==> config.mk <==
export PLATFORM = sky130hd
export DESIGN_NAME = raster_timing_gen
export DESIGN_NICKNAME = d
export VERILOG_FILES = /design/src/rtl/rt_pkg.sv /design/src/rtl/rt_axis_counter.sv /design/src/rtl/rt_axis_decode.sv /design/src/rtl/rt_cfg_shadow.sv /design/src/rtl/raster_timing_gen.sv
export SDC_FILE = /design/constraint.sdc
export NUM_CORES = 1
export LEC_CHECK = 0
export CAP_MARGIN = 10
export CORE_ASPECT_RATIO = 2
export CORE_MARGIN = 1
export CORE_UTILIZATION = 28
export DETAILED_ROUTE_END_ITERATION = 7
export PLACE_DENSITY = 0.55
export SETUP_SLACK_MARGIN = 0.1
export SYNTH_ARGS = -nofsm -noshare
export SYNTH_HDL_FRONTEND = slang
export SYNTH_SLANG_ARGS = --single-unit
==> constraint.sdc <==
create_clock -name clk -period 3.3 [get_ports clk]
set_clock_uncertainty 0.05 [all_clocks]
set_input_delay 0.33 -clock clk [delete_from_list [all_inputs] [get_ports clk]]
set_output_delay 0.33 -clock clk [all_outputs]
set_load 0.02 [all_outputs]
==> src/rtl/rt_pkg.sv <==
package rt_pkg;

  localparam int RT_CW = 12;

  typedef logic [RT_CW-1:0] coord_t;

  // One axis of a raster: visible end, sync edges, period
  typedef struct packed {
    coord_t disp;
    coord_t sstart;
    coord_t send;
    coord_t total;
  } axis_cfg_t;

  // Edge order check for one axis
  function automatic logic axis_legal(axis_cfg_t c);
    return (c.disp != '0) && (c.sstart >= c.disp) &&
           (c.send > c.sstart) && (c.send <= c.total);
  endfunction

  function automatic coord_t axis_blank(axis_cfg_t c);
    return c.total - c.disp;
  endfunction

  function automatic coord_t axis_offset(axis_cfg_t c);
    return c.sstart - c.disp;
  endfunction

  function automatic coord_t axis_width(axis_cfg_t c);
    return c.send - c.sstart;
  endfunction

  // Half-open window test lo <= p < hi
  function automatic logic in_window(coord_t p, coord_t lo, coord_t hi);
    return (p >= lo) && (p < hi);
  endfunction

endpackage

==> src/rtl/rt_axis_counter.sv <==
module rt_axis_counter #(
  parameter int W = 12
) (
  input  logic         clk,
  input  logic         rst_n,
  input  logic         adv,
  input  logic [W-1:0] total,
  output logic [W-1:0] pos,
  output logic         wrap
);

  localparam logic [W-1:0] ONE = W'(1);

  assign wrap = adv && (pos >= total - ONE);

  always_ff @(posedge clk) begin
    if (!rst_n)    pos <= '0;
    else if (wrap) pos <= '0;
    else if (adv)  pos <= pos + ONE;
  end

endmodule

==> src/rtl/rt_axis_decode.sv <==
module rt_axis_decode
  import rt_pkg::*;
(
  input  coord_t pos,
  input  coord_t disp,
  input  coord_t sstart,
  input  coord_t send,
  input  logic   pol_pos,
  output logic   in_disp,
  output logic   pulse,
  output logic   sync_out
);

  assign in_disp  = (pos < disp);
  assign pulse    = in_window(pos, sstart, send);
  assign sync_out = pol_pos ? pulse : ~pulse;

endmodule

==> src/rtl/rt_cfg_shadow.sv <==
module rt_cfg_shadow
  import rt_pkg::*;
#(
  parameter axis_cfg_t DEF_H    = '0,
  parameter axis_cfg_t DEF_V    = '0,
  parameter bit        DEF_HPOS = 1'b1,
  parameter bit        DEF_VPOS = 1'b1
) (
  input  logic      clk,
  input  logic      rst_n,
  input  logic      wr,
  input  axis_cfg_t new_h,
  input  axis_cfg_t new_v,
  input  logic      new_hpos,
  input  logic      new_vpos,
  input  logic      frame_wrap,
  output axis_cfg_t act_h,
  output axis_cfg_t act_v,
  output logic      act_hpos,
  output logic      act_vpos,
  output logic      cfg_error
);

  axis_cfg_t pend_h, pend_v;
  logic      pend_hpos, pend_vpos;
  logic      pend_ok;

  assign pend_ok   = axis_legal(pend_h) && axis_legal(pend_v);
  assign cfg_error = ~pend_ok;

  // Pending copy: any write lands here
  always_ff @(posedge clk) begin
    if (!rst_n) begin
      pend_h    <= DEF_H;
      pend_v    <= DEF_V;
      pend_hpos <= DEF_HPOS;
      pend_vpos <= DEF_VPOS;
    end else if (wr) begin
      pend_h    <= new_h;
      pend_v    <= new_v;
      pend_hpos <= new_hpos;
      pend_vpos <= new_vpos;
    end
  end

  // Working copy: promoted only at a frame wrap, only when legal
  always_ff @(posedge clk) begin
    if (!rst_n) begin
      act_h    <= DEF_H;
      act_v    <= DEF_V;
      act_hpos <= DEF_HPOS;
      act_vpos <= DEF_VPOS;
    end else if (frame_wrap && pend_ok) begin
      act_h    <= pend_h;
      act_v    <= pend_v;
      act_hpos <= pend_hpos;
      act_vpos <= pend_vpos;
    end
  end

endmodule

==> src/rtl/raster_timing_gen.sv <==
module raster_timing_gen
  import rt_pkg::*;
#(
  parameter int DEF_HDISP   = 1920,
  parameter int DEF_HSSTART = 2008,
  parameter int DEF_HSEND   = 2052,
  parameter int DEF_HTOTAL  = 2200,
  parameter int DEF_VDISP   = 1080,
  parameter int DEF_VSSTART = 1084,
  parameter int DEF_VSEND   = 1089,
  parameter int DEF_VTOTAL  = 1125,
  parameter bit DEF_HSYNC_POS = 1'b1,
  parameter bit DEF_VSYNC_POS = 1'b1
) (
  input  logic               clk,
  input  logic               rst_n,
  input  logic               cfg_write,
  input  logic [RT_CW-1:0]   cfg_hdisp,
  input  logic [RT_CW-1:0]   cfg_hsync_start,
  input  logic [RT_CW-1:0]   cfg_hsync_end,
  input  logic [RT_CW-1:0]   cfg_htotal,
  input  logic [RT_CW-1:0]   cfg_vdisp,
  input  logic [RT_CW-1:0]   cfg_vsync_start,
  input  logic [RT_CW-1:0]   cfg_vsync_end,
  input  logic [RT_CW-1:0]   cfg_vtotal,
  input  logic               cfg_hsync_pos,
  input  logic               cfg_vsync_pos,
  output logic               hsync,
  output logic               vsync,
  output logic               de,
  output logic               frame_start,
  output logic [RT_CW-1:0]   pix_x,
  output logic [RT_CW-1:0]   pix_y,
  output logic               cfg_error,
  output logic [RT_CW-1:0]   h_blank,
  output logic [RT_CW-1:0]   h_offset,
  output logic [RT_CW-1:0]   h_width,
  output logic [RT_CW-1:0]   v_blank,
  output logic [RT_CW-1:0]   v_offset,
  output logic [RT_CW-1:0]   v_width
);

  localparam int NAXIS = 2;

  localparam axis_cfg_t DEF_H = '{disp: coord_t'(DEF_HDISP), sstart: coord_t'(DEF_HSSTART),
                                  send: coord_t'(DEF_HSEND),  total:  coord_t'(DEF_HTOTAL)};
  localparam axis_cfg_t DEF_V = '{disp: coord_t'(DEF_VDISP), sstart: coord_t'(DEF_VSSTART),
                                  send: coord_t'(DEF_VSEND),  total:  coord_t'(DEF_VTOTAL)};

  axis_cfg_t act_h, act_v;
  logic      act_hpos, act_vpos;
  logic      h_wrap, v_wrap;
  logic      frame_wrap;   // last pixel of last line: promotion point
  logic      hs_pulse;     // horizontal pulse before polarity

  axis_cfg_t        axis_cfg [NAXIS];
  coord_t           axis_pos [NAXIS];
  logic [NAXIS-1:0] axis_pol;
  logic [NAXIS-1:0] axis_in_disp;
  logic [NAXIS-1:0] axis_pulse;
  logic [NAXIS-1:0] axis_sync;

  rt_cfg_shadow #(
    .DEF_H(DEF_H), .DEF_V(DEF_V),
    .DEF_HPOS(DEF_HSYNC_POS), .DEF_VPOS(DEF_VSYNC_POS)
  ) u_shadow (
    .clk(clk), .rst_n(rst_n), .wr(cfg_write),
    .new_h('{disp: cfg_hdisp, sstart: cfg_hsync_start, send: cfg_hsync_end, total: cfg_htotal}),
    .new_v('{disp: cfg_vdisp, sstart: cfg_vsync_start, send: cfg_vsync_end, total: cfg_vtotal}),
    .new_hpos(cfg_hsync_pos), .new_vpos(cfg_vsync_pos),
    .frame_wrap(frame_wrap),
    .act_h(act_h), .act_v(act_v), .act_hpos(act_hpos), .act_vpos(act_vpos),
    .cfg_error(cfg_error)
  );

  // Pixel counter runs every clock; line counter steps on pixel wrap
  rt_axis_counter #(.W(RT_CW)) u_hcnt (
    .clk(clk), .rst_n(rst_n), .adv(1'b1), .total(act_h.total),
    .pos(pix_x), .wrap(h_wrap)
  );

  rt_axis_counter #(.W(RT_CW)) u_vcnt (
    .clk(clk), .rst_n(rst_n), .adv(h_wrap), .total(act_v.total),
    .pos(pix_y), .wrap(v_wrap)
  );

  assign frame_wrap = h_wrap && v_wrap;

  assign axis_cfg[0] = act_h;
  assign axis_cfg[1] = act_v;
  assign axis_pos[0] = pix_x;
  assign axis_pos[1] = pix_y;
  assign axis_pol    = {act_vpos, act_hpos};

  for (genvar a = 0; a < NAXIS; a++) begin : g_axis
    rt_axis_decode u_dec (
      .pos(axis_pos[a]),
      .disp(axis_cfg[a].disp), .sstart(axis_cfg[a].sstart), .send(axis_cfg[a].send),
      .pol_pos(axis_pol[a]),
      .in_disp(axis_in_disp[a]), .pulse(axis_pulse[a]), .sync_out(axis_sync[a])
    );
  end

  assign hs_pulse    = axis_pulse[0];
  assign hsync       = axis_sync[0];
  assign vsync       = axis_sync[1];
  assign de          = &axis_in_disp;
  assign frame_start = (pix_x == '0) && (pix_y == '0);

  assign h_blank  = axis_blank(act_h);
  assign h_offset = axis_offset(act_h);
  assign h_width  = axis_width(act_h);
  assign v_blank  = axis_blank(act_v);
  assign v_offset = axis_offset(act_v);
  assign v_width  = axis_width(act_v);

endmodule

-- Word-level counts from Yosys, hierarchy flattened
Cells that the tools add are included.
- register bits: 220
- bits in latches: 0
- RAM bits: 0
- bits in read-only memories: 0
- bits of input ports: 101
- output and inout bits: 101
- logic and storage cells: 72
- memories kept: 0
- add/sub/neg operators: 10
- multiply operators: 0
- divide/modulo/power cells: 0
- $lt $le $gt $ge: 14
- eq/ne operators: 0
- shift operators: 0
- muxes and demuxes: 2
- bitwise operators: 4
- reduce and logical (&&, ||, !) cells: 20
- operator list (kind ; number):
    $ge 12x12->1 ; 6
    $sub 12x12->12 ; 6
    $lt 12x12->1 ; 4
    $add 12x1->12 const B ; 2
    $gt 12x12->1 ; 2
    $le 12x12->1 ; 2
    $logic_not 12->1 ; 2
    $reduce_bool 12->1 ; 2
    $sub 12x1->12 const B ; 2
    $logic_and 1x1->1 ; 13
    $not 1->1 ; 4
    $reduce_or 2->1 ; 2
    $mux 1 ; 2
    $reduce_and 2->1 ; 1

-- Logic depth before layout (Yosys ltp)
- depth in word-level cells: 6
- gate-level depth with buffers: 17
- gate-level depth less buffers: 15

-- Cells and area by module
A second synthesis with hierarchy kept.
- cells, all modules: 1886
- area, all modules: 16060.4 µm²
- by module, submodules not included (module ; times used ; cells an instance ; area an instance (µm²) ; seq. area each (µm²)):
    rt_cfg_shadow ; 1 ; 986 ; 9262.6 ; 3923.8
    raster_timing_gen ; 1 ; 438 ; 3184.3 ; 0.0
    rt_axis_counter ; 2 ; 117 ; 960.9 ; 240.2
    rt_axis_decode ; 2 ; 114 ; 845.8 ; 0.0

-- Worst setup path after synthesis
OpenSTA, ideal clock, no wires.
- path type: register -> register
- from: reg u_shadow.act_h[2] (netlist name)
- to: reg u_shadow.act_v[10] (netlist name)
- library setup time: 0.129 ns
- arrival: 2.949 ns
- data required time: 3.121 ns
- setup slack: 0.172 ns
- stages on the path, launching flop included: 15
- buffers on the path: 1
- clock period less this slack: 3.128 ns
- cell sequence: dfxtp_1 > nor2_1 > nand3_1 > or3_1 > nor4_1 > xnor2_1 > ha_1 > and4_1 > o311ai_0 > a22oi_1 > o211ai_1 > nor3_4 > buf_2 > mux2i_1 > nand2_1
- word-level cells in the longest chain between the ends: 5
- RTL lines (element ; line ; text):
    $sub 12x1->12 (*) ; rt_axis_counter.sv:14 ; assign wrap = adv && (pos >= total - ONE);
    $ge 12x12->1 (*) ; rt_axis_counter.sv:14 ;
    $logic_and 1x1->1 ; rt_axis_counter.sv:14 ;
    $logic_and 1x1->1 (*) ; raster_timing_gen.sv:87 ; assign frame_wrap = h_wrap && v_wrap;
    $logic_and 1x1->1 (*) ; rt_cfg_shadow.sv:53 ; end else if (frame_wrap && pend_ok) begin
Mark *: on every way between the ends. The rest lies on a longest branch, timed or not.
A chain may end at the register's enable or synchronous reset.

-- Final worst setup path
- from: reg u_shadow.act_h[6] (netlist name)
- to: reg u_shadow.act_h[13] (netlist name)
- word-level cells in the longest chain between the ends: 5
- RTL lines (element ; line):
    $sub 12x1->12 (*) ; rt_axis_counter.sv:14
    $ge 12x12->1 (*) ; rt_axis_counter.sv:14
    $logic_and 1x1->1 ; rt_axis_counter.sv:14
    $logic_and 1x1->1 (*) ; raster_timing_gen.sv:87
    $logic_and 1x1->1 (*) ; rt_cfg_shadow.sv:53
Marks and branches as above.

==> impl_metrics.yaml <==
global_routing:
  track_usage: 0.235
  grt_pass1_wl_um: 93100
  grt_start_max_net_pins: 60
  gr-total-overflow: 0
  antenna_found_initial: 0
  grt_pass1_vias: 15300
setup_path:
  cp.required_ps: 3690
  critPathArrivalTime_ps: 3890
  worst-setup-path-type: "register to register"
  cp_max_fo: 5
  start_kind: "register"
  worstSetupEndpointType: "register"
sta:
  setup_viol: 102
  fin_crit_ps: 3500
  finalHoldViolations: 0
  max_freq_mhz: 286
  holdWs_ps: 246
  slew_headroom: 0.447
  rsz0062_at_grt: "true"
  worst_slack_ps: -203
  slew_viol_final: 0
  worstMarginPinSlew_ps: 830
  period_share: 1.06
run:
  max-cap-violations: 0
drt:
  vias_per_cell: 5.16
  first_iter_violations: 598
  wirelength_um: 64500
  drtPass1Iterations: 5
  antenna_left: 0
  drc: 0
  routedWlPerCell_um: 22.5
  vias: 14800
yosys:
  async_reset_ff_frac: 0
  ys_ff_latch: 220
  syn-cell-area_mm2: 0.0149
  yosys_warnings: 0
  syn_nets: 2078
  post-synth-top-area-cell: "dfxtp_1"
  synth_ff_type: "dfxtp_1"
  synth_edf_count: 0
  ys_seq_area_frac: 0.296
  synth.top_cell.area_share: 0.296
  synth_cell_types: 57
  yosys-top-cells-area: "dfxtp_1, ha_1, mux2i_1, inv_1, xnor2_1"
  syn_inst: 1735
  avgSynthCellArea_um2: 8.57
power:
  totalPowerFinal_mw: 6.43
  power_density_mw_per_mm2: 282
  peakVddDrop_uv: 264
  p_leak_nw: 10.1
final_layout:
  area_delta_synth_final_pct: 53.2
  antenna_cells: 0
  n_fill_cell: 5019
  layout-drive-gt1-share: 0.300
  fin_nets: 2531
  fin_cells: 2868
cts:
  htree_levels: 1
  cts_buffers: 22
  cts-root-buf: "clkbuf_16"
  clkTransAtPathRegs_ps: 70
  cts.sinks: 220
  cts_buffer_depth: 3
  insertion_delay_ps: 540
  cts_tree: "built"
place:
  gp_congestion: 0.908
  port_buffers: 201
  place_hpwl_um: 50200
  placed_cells: 2744
floorplan:
  die_w_um: 165
  ios: 202
  core.rowCount: 119
  core_area_mm2: 0.0526
  fp.dieArea_mm2: 0.0541
  start_util: 0.283
  dieHeight_um: 328
status:
  failed_checks: "setup timing"
  status: "finished, violations left"
min_path:
  worstHoldPathType: "input pin to register"
[critical path, cell delays in order (launching register included)]
cell,delay (ps)
dfxtp_1,310
or4_4,560
nand2b_4,160
xor2_1,140
ha_1,320
buf_6,130
a21oi_4,130
nand2_2,80
a221oi_4,300
a22oi_2,170
o211ai_1,180
nor3_4,70
buf_6,140
buf_6,130
clkbuf_16,160
buf_4,150
o31ai_2,210
[flip-flops by register name, summed over array words and instances, names as in the netlist]
register	cells
u_shadow.pend_vpos	1
u_vcnt.pos	12
u_shadow.act_vpos	1
u_shadow.act_hpos	1
u_shadow.act_h	48
u_shadow.act_v	48
u_shadow.pend_hpos	1
u_shadow.pend_v	48
u_hcnt.pos	12
u_shadow.pend_h	48
[timing repair]
action                                 4_1_cts  5_1_grt
setup endpoints to repair                  161      151
gates cloned                                18        2
gates resized for setup                    432      186
pin swaps                                  105       93
endpoints found under the hold margin        0        0
hold buffers                                 0        0
setup buffers                               41       29
[logic make-up after synthesis]
logic type,Yosys count,synth area share
and+or+nand+nor,496,0.157
AOI/OAI and AO/OA,353,0.163
buffers and inverters,245,0.0653
adders and majority gates,242,0.207
DFF,220,0.296
xor gates and xnor gates,100,0.0589
muxes,79,0.0532
[area by class of cell]
cell class / count / area (µm²) / share of cell area
Sequential cell: 220 / 4480 / 0.196
Multi-Input combinational cell: 1270 / 11100 / 0.488
Inverter: 180 / 691 / 0.0303
Clock buffer: 28 / 613 / 0.0269
Clock inverter: 11 / 148 / 0.00648
Timing Repair Buffer: 494 / 4910 / 0.216
Tap cell: 665 / 832 / 0.0365
[Yosys cell counts (21+ instances only)]
cell type and count:
o31ai_1 48, dfxtp_1 220, mux2i_1 79, xor2_1 33, nand2_1 120, inv_1 180, clkbuf_1 42, a21o_1 46
a21oi_1 63, xnor2_1 67, ha_1 236, nor3_1 25, o211ai_1 62, nand2b_1 21, o21ai_0 54, nand3_1 109
nor2_1 138
[per-stage QoR]
step	setup TNS, ps	util	setup WS (ps)	area, µm²
6_report	-11550	0.434	-203	22800
5_1_grt	-27940	0.434	-348	22800
4_1_cts	-18400	0.415	-243	21800
3_5_place_dp	-54600	0.363	-630	19100
3_3_place_gp	-44720	0.363	-517	19100
2_1_floorplan	0	-	172	14900
[final timing paths]
path         cells after the start  slack, ps             endpoint                from
max                             16       -200   u_shadow.act_h[13]   u_shadow.act_h[6]
min                              2        250  u_shadow.pend_h[14]               rst_n
max reg2reg                     16       -200   u_shadow.act_h[13]   u_shadow.act_h[6]
min reg2reg                      2        430   u_shadow.pend_vpos  u_shadow.pend_vpos
[per-layer routing]
layer	vias to the layer above	GRT usage	routed length (µm)
met5	-	0	0
met4	0	0.216	6980
met3	214	0.0194	2060
met2	480	0.450	34700
met1	7033	0.211	20700
li1	7084	-	-
[power breakdown]
part / internal [mW] / switching (mW) / total, mW
combinational: 0.406 / 0.451 / 0.857
clock: 1.56 / 1.18 / 2.74
sequential: 2.73 / 0.101 / 2.83
[layout by cell type (no fill, tap or decap), drive strengths merged, types with 6 or more instances in the layout]
cell type,netlist,final
clkdlybuf4s50,0,149
and3,15,15
inv,180,179
a2111oi,13,13
o31ai,48,48
nor2,138,138
a31oi,8,8
nand4,11,11
dlygate4sd2,0,12
nor4,20,20
o21ai,54,54
o311a,6,6
xnor2,67,67
o21a,13,13
nor3,26,26
ha,236,236
mux2i,79,79
fa,6,6
o311ai,6,6
nor2b,19,19
and4,6,6
a21oi,63,63
xor2,33,33
o211ai,62,62
clkinv,0,7
dfxtp,220,220
nand3,109,109
nand2b,21,21
a21o,46,46
buf,23,320
nand2,120,120
clkbuf,42,34
No activity file was read; power rests on OpenSTA's default activity.
